[src/rtl/sleep_wake_ctrl.sv]
module sleep_wake_ctrl #(
  parameter int NIRQ   = 8,
  parameter int PRIO_W = 3
) (
  input  logic                   clk,
  input  logic                   rst_n,
  input  logic                   wfi_i,
  input  logic                   wfe_i,
  input  logic                   sev_i,
  input  logic                   exc_ret_thread_i,
  input  logic                   sleep_on_exit_i,
  input  logic                   send_ev_on_pend_i,
  input  logic [NIRQ-1:0]        irq_pend_i,
  input  logic [NIRQ-1:0]        irq_en_i,
  input  logic [NIRQ*PRIO_W-1:0] irq_prio_i,
  input  logic                   mask_i,
  input  logic [PRIO_W:0]        exec_prio_i,
  output logic                   sleep_o,
  output logic                   wake_o,
  output logic                   take_exc_o
);

  logic            sleep_q, wake_q, ev_q, by_event_q;
  logic [NIRQ-1:0] pend_q;
  logic            qual, ev_in, wake_cond;
  logic            go_wfi, go_wfe, fall_thru;

  always_comb begin
    qual = 1'b0;
    for (int i = 0; i < NIRQ; i++)
      if (irq_pend_i[i] && irq_en_i[i] &&
          ({1'b0, irq_prio_i[i*PRIO_W +: PRIO_W]} < exec_prio_i))
        qual = 1'b1;
  end

  assign ev_in     = sev_i | (send_ev_on_pend_i & |(irq_pend_i & ~pend_q));
  assign wake_cond = qual | (by_event_q & (ev_q | ev_in));

  assign go_wfi    = ~sleep_q & (wfi_i | (exc_ret_thread_i & sleep_on_exit_i));
  assign go_wfe    = ~sleep_q & ~go_wfi & wfe_i & ~ev_q;
  assign fall_thru = ~sleep_q & ~go_wfi & wfe_i &  ev_q;

  always_ff @(posedge clk or negedge rst_n) begin
    if (!rst_n) begin
      sleep_q    <= 1'b0;
      wake_q     <= 1'b0;
      ev_q       <= 1'b0;
      by_event_q <= 1'b0;
      pend_q     <= '0;
    end else begin
      pend_q <= irq_pend_i;
      wake_q <= 1'b0;
      if (sleep_q) begin
        if (wake_cond) begin
          sleep_q <= 1'b0;
          wake_q  <= 1'b1;
          ev_q    <= by_event_q ? 1'b0 : (ev_q | ev_in);
        end else begin
          ev_q    <= ev_q | ev_in;
        end
      end else begin
        if (go_wfi) begin
          sleep_q    <= 1'b1;
          by_event_q <= 1'b0;
        end else if (go_wfe) begin
          sleep_q    <= 1'b1;
          by_event_q <= 1'b1;
        end
        ev_q <= fall_thru ? ev_in : (ev_q | ev_in);
      end
    end
  end

  assign sleep_o    = sleep_q;
  assign wake_o     = wake_q;
  assign take_exc_o = ~sleep_q & qual & ~mask_i;

endmodule


[config.mk]
export PLATFORM = sky130hd
export DESIGN_NAME = sleep_wake_ctrl
export DESIGN_NICKNAME = d
export VERILOG_FILES = /design/src/rtl/sleep_wake_ctrl.sv
export SDC_FILE = /design/constraint.sdc
export NUM_CORES = 1
export LEC_CHECK = 0
export BUFFER_PORTS_ARGS = -buffer_cell sky130_fd_sc_hd__buf_2
export CORE_MARGIN = 4
export CORE_UTILIZATION = 46
export DETAILED_ROUTE_END_ITERATION = 7
export PLACE_DENSITY = 0.84
export SLEW_MARGIN = 40
export SYNTH_ARGS = -nofsm -noshare
export SYNTH_HDL_FRONTEND = slang
export SYNTH_SLANG_ARGS = --single-unit
[constraint.sdc]
create_clock -name clk -period 3.14 [get_ports clk]
set_clock_uncertainty 0.15 [all_clocks]
set_input_delay 0 -clock clk [delete_from_list [all_inputs] [get_ports clk]]
set_output_delay 0 -clock clk [all_outputs]
set_load 0.02 [all_outputs]
==> out/qor.csv, run 1 <==
stage,metric,value,unit
synthesis,ys flop type,dfrtp_1,
drt,DR vias,1052,
drt,drt drc,0,
synthesis,number of synthesized flops with an enable pin,0,
floorplanning,initial core utilization,0.510,
clock_network,Clock Path Buffers,2,
drt,final WL,2.95,mm
floorplanning,die width,52.7,um
setup_path,CP Class,in -> reg,
setup_path,crit end category,register,
global_route,remaining global-route overflow,0,
timing,Slew headroom,0.656,
flow_run,Max-cap violations,0,
global_route,first-pass GRT wire length,4.83,mm
timing,worst hold slack,41.8,ps
setup_path,critical-path cell list,"dlygate4sd3_1, buf_2, a222oi_1, nand4_1, nand2_1, nand4_2, o31a_1, a21oi_2, dlygate4sd3_1",
timing,Setup Total Neg Slack,0,ps
drt,first drt pass iteration count,4,
timing,Setup Viol. Count Final,0,
synthesis,Syn Inst Count,95,
setup_path,Max stage delay on crit path,550,ps
hold_path,worst hold path class,in -> reg,
final_layout,layout cells sized above 1,0.353,
setup_path,CP arrival,2390,ps
setup_path,Critical Path Most Common Cell,dlygate4sd3_1,
setup_path,crit path max fanout,4,
timing,final hold vios,0,
floorplanning,Top Ports,56,
setup_path,Setup crit start kind,primary input,
drt,wire per inst,15.1,um
placed_design,post-detail-place hpwl,2.19,mm
clock_network,CTS tree,yes,
synthesis,Mapped Nets,164,
final_layout,Final #Nets,241,
setup_path,WP data required,3200,ps
floorplanning,die span in y,52.7,um
global_route,GRT Util Overall,0.236,
timing,"Slew Viols, Final",0,
timing,Slew @ Worst Pin,515,ps
synthesis,sequential element share of the synthesized area,0.327,
global_route,initial antenna violation count,0,
setup_path,register-to-register setup slack,920,ps
drt,starting DRC count in detailed routing,15,
clock_network,post-CTS sizing,0,
placed_design,Routability Congestion,0.773,
pwr,maximum vdd drop,192,uV
floorplanning,row count,15,
timing,RSZ-0062 raised after global routing,no,
synthesis,Post-Syn Area per Cell,9.68,um2
synthesis,Mapped Area,920,um2
placed_design,buffers added on ports,55,
floorplanning,Core Region,0.00180,mm2
status,status,"finished, final reports clean",
final_layout,# diodes,0,
synthesis,asr flop ratio synth,1.00,
drt,Vias/cell,5.39,
pwr,Pwr Density,349,mW/mm2
timing,Final Critical Period,2330,ps
global_route,largest net degree at the start of global routing,13,
synthesis,register bit total from synthesis,12,
timing,fin crit share,0.743,
clock_network,Sink Count,12,
synthesis,Yosys warning count,0,
final_layout,P&R area growth vs syn,54.3,%
clock_network,H-tree lvl count,1,
pwr,P_leak,0.750,nW
setup_path,CP max-delay cell,dlygate4sd3_1,
clock_network,clock buffer count from CTS,3,
clock_network,Root Driver,clkbuf_4,
drt,Detail Route Antenna Nets,0,
synthesis,Netlist cell types,27,
floorplanning,die area,0.00278,mm2
clock_network,cts hold-fix bufs,17,
global_route,vias in the first global route,1144,
clock_network,worst-skew pair later-pin latency,270,ps
clock_network,postcts setup bufs,0,
clock_network,"Reg clk slew, reported paths",70,ps
timing,Max Fclk,428,MHz
## final timing paths
| kind | start | end | depth (start not counted) |
|---|---|---|---|
| setup / recovery | irq_pend_i[3] | sleep_o | 9 |
| hold / removal | exec_prio_i[3] | wake_o | 4 |
| setup reg to reg | pend_q[4] | sleep_o | 6 |
| hold reg to reg | by_event_q | by_event_q | 1 |
| max in group asynchronous | rst_n | pend_q[7] | 3 |
| min in group asynchronous | rst_n | pend_q[6] | 3 |
## metrics by stage
step	util	setup slack (ps)	std cells	cell area, um2	power [mW]
finish	0.788	806	195	1420	0.495
global route	0.788	676	195	1420	0.531
CTS	0.788	819	195	1420	0.493
detailed placement	0.681	1370	175	1230	0.375
global placement	0.681	1470	175	1230	0.366
floorplan	-	1550	95	920	0.295
## flip-flops by register name (all words and copies together), names as in the netlist
name / cells
by_event_q: 1
ev_q: 1
sleep_o: 1
wake_o: 1
pend_q: 8
## Yosys cell counts (all sizes together) (2+ instances only)
cell	count	area share
a21oi	5	0.031
a22oi	3	0.024
dfrtp	12	0.33
ha	16	0.22
inv	11	0.045
nand2	5	0.020
nand2b	4	0.027
nand4	3	0.027
nand4b	3	0.029
nor2	5	0.020
nor3b	2	0.016
o21ai	2	0.011
o221ai	5	0.048
o22ai	4	0.027
or2b	5	0.041
## cells in the final DEF (no fill, tap or decap), drive strengths merged
master,netlist,final
o21ai,2,2
o41ai,1,1
nand2,5,5
o2111ai,1,1
o22ai,4,4
clkbuf,0,3
nand4,3,3
inv,11,11
a211o,1,1
a222oi,1,1
a22oi,3,3
nor2,5,5
dfrtp,12,12
a21o,1,1
o31a,1,1
nand4b,3,3
nor3b,2,2
o221ai,5,5
o22a,1,1
or2b,5,5
dlygate4sd3,0,17
nand2b,4,4
ha,16,16
a21oi,5,5
a21boi,1,1
buf,0,55
nor3,1,1
nand3b,1,1
## final cells by class
class,count,area (um2)
Inverter,11,41.3
Clock buffer,3,22.5
Sequential cell,12,300
Tap cell,25,31.3
Timing Repair Buffer,72,445
Multi-Input combinational cell,72,578
Fill cell,129,383
## kinds of logic after synthesis
| family | count (synthesis) | synth area share |
|---|---|---|
| AOI/OAI and AO/OA | 27 | 0.216 |
| DFF | 12 | 0.327 |
| and+or+nand+nor | 29 | 0.195 |
| adders and majority gates | 16 | 0.218 |
| buffers and inverters | 11 | 0.0449 |
## worst max-delay path, delay by kind of cell
kind	cells	cell delay, ps
AND/OR/NAND/NOR	3	330
AO/OA/AOI/OAI	3	810
buffers and inverters	3	1250
## power by group
group          switching [mW]  internal (mW)
Sequential             0.0211          0.177
Combinational          0.0990          0.106
Clock                  0.0472         0.0444
## metal layers
layer  share of wire  track usage
met1            0.38        0.256
met5               0            0
met4           0.028        0.136
met2            0.54        0.434
met3           0.058       0.0256
No activity file was read; power rests on OpenSTA's default activity.
==> inputs of run 2 (changes only) <==
--- a/config.mk
+++ b/config.mk
@@ -5,11 +5,12 @@
 export SDC_FILE = /design/constraint.sdc
 export NUM_CORES = 1
 export LEC_CHECK = 0
+export ABC_AREA = 1
 export BUFFER_PORTS_ARGS = -buffer_cell sky130_fd_sc_hd__buf_2
 export CORE_MARGIN = 4
-export CORE_UTILIZATION = 46
+export CORE_UTILIZATION = 41
 export DETAILED_ROUTE_END_ITERATION = 7
-export PLACE_DENSITY = 0.84
+export PLACE_DENSITY = 0.75
 export SLEW_MARGIN = 40
 export SYNTH_ARGS = -nofsm -noshare
 export SYNTH_HDL_FRONTEND = slang
==> constraint.sdc (replaced) <==
create_clock -name clk -period 2.07 [get_ports clk]
set_clock_uncertainty 0.15 [all_clocks]
set_input_delay 0 -clock clk [delete_from_list [all_inputs] [get_ports clk]]
set_output_delay 0 -clock clk [all_outputs]
set_load 0.02 [all_outputs]
==> run 2 against run 1 <==
  * Worst setup slack got worse by 580 ps
  * Via count rose by 13%
  * Core utilization fell by 16 points
  * Non-clock buffer count fell by 2
  * Critical path depth rose by 2
  * Global-route usage fell by 7.5 points
  * Sequential share of layout area fell by 2.1 points
  * Clock power rose by 54%
  * Sequential cell count did not move
  * Register-to-register slack got worse by 620 ps
  * Final area rose by 11%
  * Critical endpoint is now ev_q
  * Highest routed layer unchanged
==> out/qor.csv, run 2 <==
stage,metric,value,unit
synthesis,cell taking the most area after synthesis,dfrtp_1,
timing,Setup Total Neg Slack,0,ps
final_layout,most frequent cells in the layout,"nand2_1 (64), buf_2 (55), inv_1 (39)",
clock_network,H-tree lvl count,1,
final_layout,layout cells sized above 1,0.270,
drt,wire per inst,9.54,um
pwr,net switching power,0.269,mW
global_route,largest net degree at the start of global routing,13,
global_route,GRT Util Overall,0.161,
final_layout,fin util,0.624,
pwr,sw frac,0.361,
drt,DR vias,1186,
final_layout,# diodes,0,
pwr,share of power burned in registers,0.386,
synthesis,number of synthesized flops with an enable pin,0,
clock_network,Clock Path Buffers,2,
clock_network,Root Driver,clkbuf_4,
global_route,remaining global-route overflow,0,
synthesis,Mapped Nets,241,
synthesis,Yosys warning count,0,
timing,Slew headroom,0.647,
final_layout,fin area,0.00157,mm2
timing,Final Critical Period,1850,ps
synthesis,Mapped Area,0.00110,mm2
synthesis,Post-Syn Area per Cell,6.39,um2
pwr,Clk pwr share,0.189,
timing,RSZ-0062 raised after global routing,no,
pwr,maximum vdd drop,617,uV
synthesis,ys flop type,dfrtp_1,
timing,fin crit share,0.891,
synthesis,"count leader, synth",nand2_1,
hold_path,worst hold path class,in -> reg,
final_layout,P&R area growth vs syn,43.1,%
final_layout,max FFs per register,8,
setup_path,CP arrival,1860,ps
synthesis,ranking of synthesized cells by area,"dfrtp_1 (27%), nand2_1 (22%), ha_1 (18%)",
synthesis,sequential element share of the synthesized area,0.273,
synthesis,register bit total from synthesis,12,
timing,Max Fclk,542,MHz
setup_path,Setup crit start kind,primary input,
final_layout,fillcell total,258,
timing,"Slew Viols, Final",0,
synthesis,Synth top area share,0.273,
floorplanning,row count,18,
setup_path,critical-path cell list,"dlygate4sd3_1, buf_2, nand2_1, nand2_1, nor2_1, nand2_1, nand2_1, nand2_1, dlygate4sd3_1, o21ai_0, nand2_1",
drt,first drt pass iteration count,4,
setup_path,CP max-delay cell,dlygate4sd3_1,
floorplanning,Core Region,0.00252,mm2
placed_design,post-detail-place hpwl,2.00,mm
synthesis,asr flop ratio synth,1.00,
clock_network,CTS tree,yes,
drt,Vias/cell,4.33,
pwr,Pwr Density,474,mW/mm2
placed_design,Place WS,602,ps
setup_path,WP data required,2080,ps
drt,final WL,2.61,mm
final_layout,"commonest non-fill, non-tap cell in the layout",nand2_1,
floorplanning,die area,0.00357,mm2
floorplanning,die width,59.8,um
pwr,P_leak,1.00,nW
floorplanning,initial core utilization,0.436,
floorplanning,Top Ports,56,
clock_network,Sink Count,12,
setup_path,crit end category,register,
timing,final setup margin,225,ps
synthesis,Syn Inst Count,172,
global_route,first-pass GRT wire length,4.40,mm
synthesis,Netlist cell types,16,
setup_path,crit path max fanout,3,
flow_run,Max-cap violations,0,
timing,final hold vios,0,
final_layout,Biggest register,pend_q,
global_route,initial antenna violation count,0,
status,status,"finished, final reports clean",
pwr,Int Pwr,0.476,mW
setup_path,sum of buffers and inverters on the critical path,3,
setup_path,CP Class,in -> reg,
drt,drt drc,0,
setup_path,Critical Path Most Common Cell,nand2_1,
synthesis,synth cell count leaders,"nand2_1 (64), inv_1 (39), ha_1 (16)",
placed_design,Routability Congestion,0.808,
clock_network,worst-skew pair later-pin latency,270,ps
global_route,vias in the first global route,1120,
clock_network,clock buffer count from CTS,3,
placed_design,Post-Place Cell Area,0.00140,mm2
timing,Slew @ Worst Pin,527,ps
drt,Detail Route Antenna Nets,0,
drt,starting DRC count in detailed routing,19,
setup_path,Max stage delay on crit path,540,ps
final_layout,Final #Nets,315,
setup_path,Crit path max-delay family,buffers and inverters,
floorplanning,die span in y,59.8,um
pwr,combinational cell fraction of total power,0.424,
clock_network,"Reg clk slew, reported paths",70,ps
pwr,total chip power,0.746,mW
timing,Setup Viol. Count Final,0,
placed_design,buffers added on ports,55,
-- run 2: worst register-to-register path, delay by kind of cell (launching register included) --
| family | cells | cell delay, ps |
|---|---|---|
| AOI/OAI and AO/OA | 1 | 140 |
| buffers and inverters | 2 | 580 |
| DFF | 1 | 320 |
| and+or+nand+nor | 7 | 480 |
-- run 2: final cells by class --
type	instances	area, um2	share of cell area
sequential	12	300	0.191
multi-input combinational	118	634	0.403
timing repair buffer	70	425	0.270
inverter	41	154	0.0978
tap	30	37.5	0.0238
clock buffer	3	22.5	0.0143
-- run 2: power by group through the flow --
stage                     Combinational, mW  Sequential (mW)  Clock [mW]
after CTS                             0.311            0.287       0.148
after global routing                  0.364            0.293       0.160
final                                 0.316            0.288       0.141
after detailed placement              0.287            0.291           0
after global placement                0.284            0.292           0
after floorplan                       0.167            0.307           0
-- run 2: per-stage QoR --
step / cells / hold WS [ps]
floorplan: 172 / -446
global placement: 256 / -260
detailed placement: 256 / -264
CTS: 274 / 14.2
global route: 274 / 49.6
finish: 274 / 21.0
-- run 2: routing by layer --
layer,up-vias,global-route usage,wire length [um]
met5,-,0,0
met1,490,0.181,1080
met3,4,0.0475,161
met4,0,0.0475,39
li1,659,-,-
met2,33,0.289,1330
-- run 2: worst paths after layout --
check	start	end	slack, ps	cells after the start
max	irq_pend_i[3]	ev_q	220	11
max reg2reg	pend_q[3]	ev_q	300	10
min in group asynchronous	rst_n	pend_q[7]	620	3
max in group asynchronous	rst_n	pend_q[0]	800	3
min reg2reg	by_event_q	ev_q	390	3
min	wfi_i	sleep_o	20	5
-- run 2: timing repair --
item	CTS	global route
gates resized for setup	0	0
hold buffers	15	0
hold endpoints to repair	22	0
buffers inserted	0	0
-- run 2: kinds of logic after synthesis --
logic type | count (synthesis) | synth area share
simple gates | 91 | 0.332
fa+ha+maj | 16 | 0.182
compound gates | 11 | 0.0626
flops | 12 | 0.273
buf+inv | 42 | 0.150
==> inputs of run 3 (changes only) <==
--- a/config.mk
+++ b/config.mk
@@ -9,8 +9,10 @@
 export BUFFER_PORTS_ARGS = -buffer_cell sky130_fd_sc_hd__buf_2
 export CORE_MARGIN = 4
 export CORE_UTILIZATION = 41
+export CTS_CLUSTER_SIZE = 40
 export DETAILED_ROUTE_END_ITERATION = 7
 export PLACE_DENSITY = 0.75
+export REMOVE_ABC_BUFFERS = 1
 export SLEW_MARGIN = 40
 export SYNTH_ARGS = -nofsm -noshare
 export SYNTH_HDL_FRONTEND = slang
==> run 3 against run 2 <==
  * Critical path depth unchanged
  * Non-clock buffer count did not move
  * Sequential cell count did not move
  * First-iteration DRC count is 58% lower
  * Routed wire length grew 0.27%
  * Worst hold slack improved by 13 ps
  * Final area stayed put
==> out/qor.csv, run 3 (synthesis gave the netlist of run 2 again) <==
stage,metric,value,unit
final_layout,max FFs per register,8,
floorplanning,Core Region,0.00252,mm2
setup_path,CP max-delay cell,dlygate4sd3_1,
global_route,largest net degree at the start of global routing,13,
flow_run,Max-cap violations,0,
timing,final hold vios,0,
hold_path,hold path cells,5,
final_layout,fin area,0.00157,mm2
pwr,Pwr Density,468,mW/mm2
clock_network,worst-skew pair later-pin latency,270,ps
pwr,sw frac,0.354,
drt,starting DRC count in detailed routing,8,
drt,top sig layer,met4,
floorplanning,die width,59.8,um
clock_network,H-tree lvl count,1,
global_route,vias in the first global route,1105,
floorplanning,initial core utilization,0.436,
status,status,"finished, final reports clean",
placed_design,buffers added on ports,55,
timing,Slew @ Worst Pin,531,ps
clock_network,Clock Path Buffers,2,
setup_path,CP Class,in -> reg,
drt,wl on met1,1.09,mm
setup_path,critical-path cell list,"dlygate4sd3_1, buf_2, nand2_1, nand2_1, nor2_1, nand2_1, nand2_1, nand2_1, dlygate4sd3_1, o21ai_0, nand2_1",
final_layout,fillcell total,239,
setup_path,Max stage delay on crit path,540,ps
final_layout,# diodes,0,
final_layout,most frequent cells in the layout,"nand2_1 (64), buf_2 (55), inv_1 (39)",
setup_path,CP arrival,1880,ps
setup_path,Setup crit start kind,primary input,
timing,Max Fclk,532,MHz
pwr,maximum vdd drop,550,uV
global_route,initial antenna violation count,0,
clock_network,clock buffer count from CTS,3,
setup_path,crit path max fanout,3,
timing,fin crit share,0.908,
timing,Slew headroom,0.645,
floorplanning,row count,18,
final_layout,layout cells sized above 1,0.270,
final_layout,Final #Nets,315,
placed_design,post-detail-place hpwl,2.06,mm
placed_design,Routability Congestion,0.782,
placed_design,Post-Place Cell Area,0.00140,mm2
timing,RSZ-0062 raised after global routing,no,
pwr,share of power burned in registers,0.391,
pwr,Clk pwr share,0.184,
pwr,Int Pwr,0.476,mW
drt,first drt pass iteration count,6,
timing,Final Critical Period,1880,ps
clock_network,CTS tree,yes,
drt,Detail Route Antenna Nets,0,
setup_path,Critical Path Most Common Cell,nand2_1,
clock_network,Sink Count,12,
drt,wire per inst,9.57,um
final_layout,Biggest register,pend_q,
timing,final setup margin,191,ps
clock_network,Root Driver,clkbuf_4,
pwr,net switching power,0.261,mW
global_route,first-pass GRT wire length,4.48,mm
drt,drt drc,0,
placed_design,Place WS,557,ps
setup_path,worst reg-to-reg path cell count,10,
drt,metal2 WL,1.37,mm
clock_network,postcts setup bufs,0,
drt,DR vias,1200,
clock_network,"Reg clk slew, reported paths",70,ps
floorplanning,die area,0.00357,mm2
final_layout,P&R area growth vs syn,43.1,%
pwr,combinational cell fraction of total power,0.425,
clock_network,post-CTS sizing,0,
final_layout,"commonest non-fill, non-tap cell in the layout",nand2_1,
setup_path,WP data required,2070,ps
floorplanning,Top Ports,56,
global_route,GRT Util Overall,0.164,
setup_path,crit end category,register,
timing,Setup Viol. Count Final,0,
hold_path,worst hold path class,in -> reg,
timing,"Slew Viols, Final",0,
timing,Setup Total Neg Slack,0,ps
drt,WL met3,151,um
drt,Vias/cell,4.38,
global_route,remaining global-route overflow,0,
floorplanning,die span in y,59.8,um
pwr,P_leak,1.00,nW
drt,final WL,2.62,mm
[run 3: path summary, 6_finish.rpt]
kind                                from   endpoint  slack (ps)
max                        irq_pend_i[3]       ev_q         190
min                                wfi_i    sleep_o          30
max reg2reg                    pend_q[2]       ev_q         250
min reg2reg                   by_event_q       ev_q         410
max in group asynchronous          rst_n  pend_q[4]         790
min in group asynchronous          rst_n  pend_q[0]         630
[run 3: power groups by stage]
stage / clock network [mW] / registers [mW] / logic (mW)
5_1_grt: 0.160 / 0.293 / 0.360
2_1_floorplan: 0 / 0.307 / 0.163
3_3_place_gp: 0 / 0.292 / 0.284
6_report: 0.136 / 0.289 / 0.313
3_5_place_dp: 0 / 0.292 / 0.287
4_1_cts: 0.141 / 0.287 / 0.311
[run 3: worst max-delay path, delay by kind of cell]
family | cells | cell delay, ps
buffers and inverters | 3 | 1220
AO/OA/AOI/OAI | 1 | 160
AND/OR/NAND/NOR | 7 | 500
[run 3: stage by stage]
step	hold WS (ps)	util	std cells	power, mW
final	34.1	0.624	274	0.737
after global routing	46.5	0.624	274	0.813
after CTS	15.7	0.624	274	0.740
after detailed placement	-261	0.556	256	0.579
after global placement	-264	0.556	256	0.575
after floorplan	-446	-	171	0.470
[run 3: routing by layer]
layer | global-route usage | vias to the layer above
met5 | 0 | -
met4 | 0.0348 | 0
met3 | 0.0497 | 2
met2 | 0.298 | 28
met1 | 0.186 | 509
li1 | - | 661
[run 3: repair_timing]
| action | CTS | global route |
|---|---|---|
| hold endpoints to repair | 23 | 0 |
| hold buffers | 15 | 0 |
| setup endpoints to repair | 0 | 0 |
[run 3: final cells by class]
class	count	area, um2	share of cell area
Timing Repair Buffer	70	425	0.270
Tap cell	30	37.5	0.0238
Multi-Input combinational cell	118	634	0.403
Clock buffer	3	22.5	0.0143
Sequential cell	12	300	0.191
Inverter	41	154	0.0978
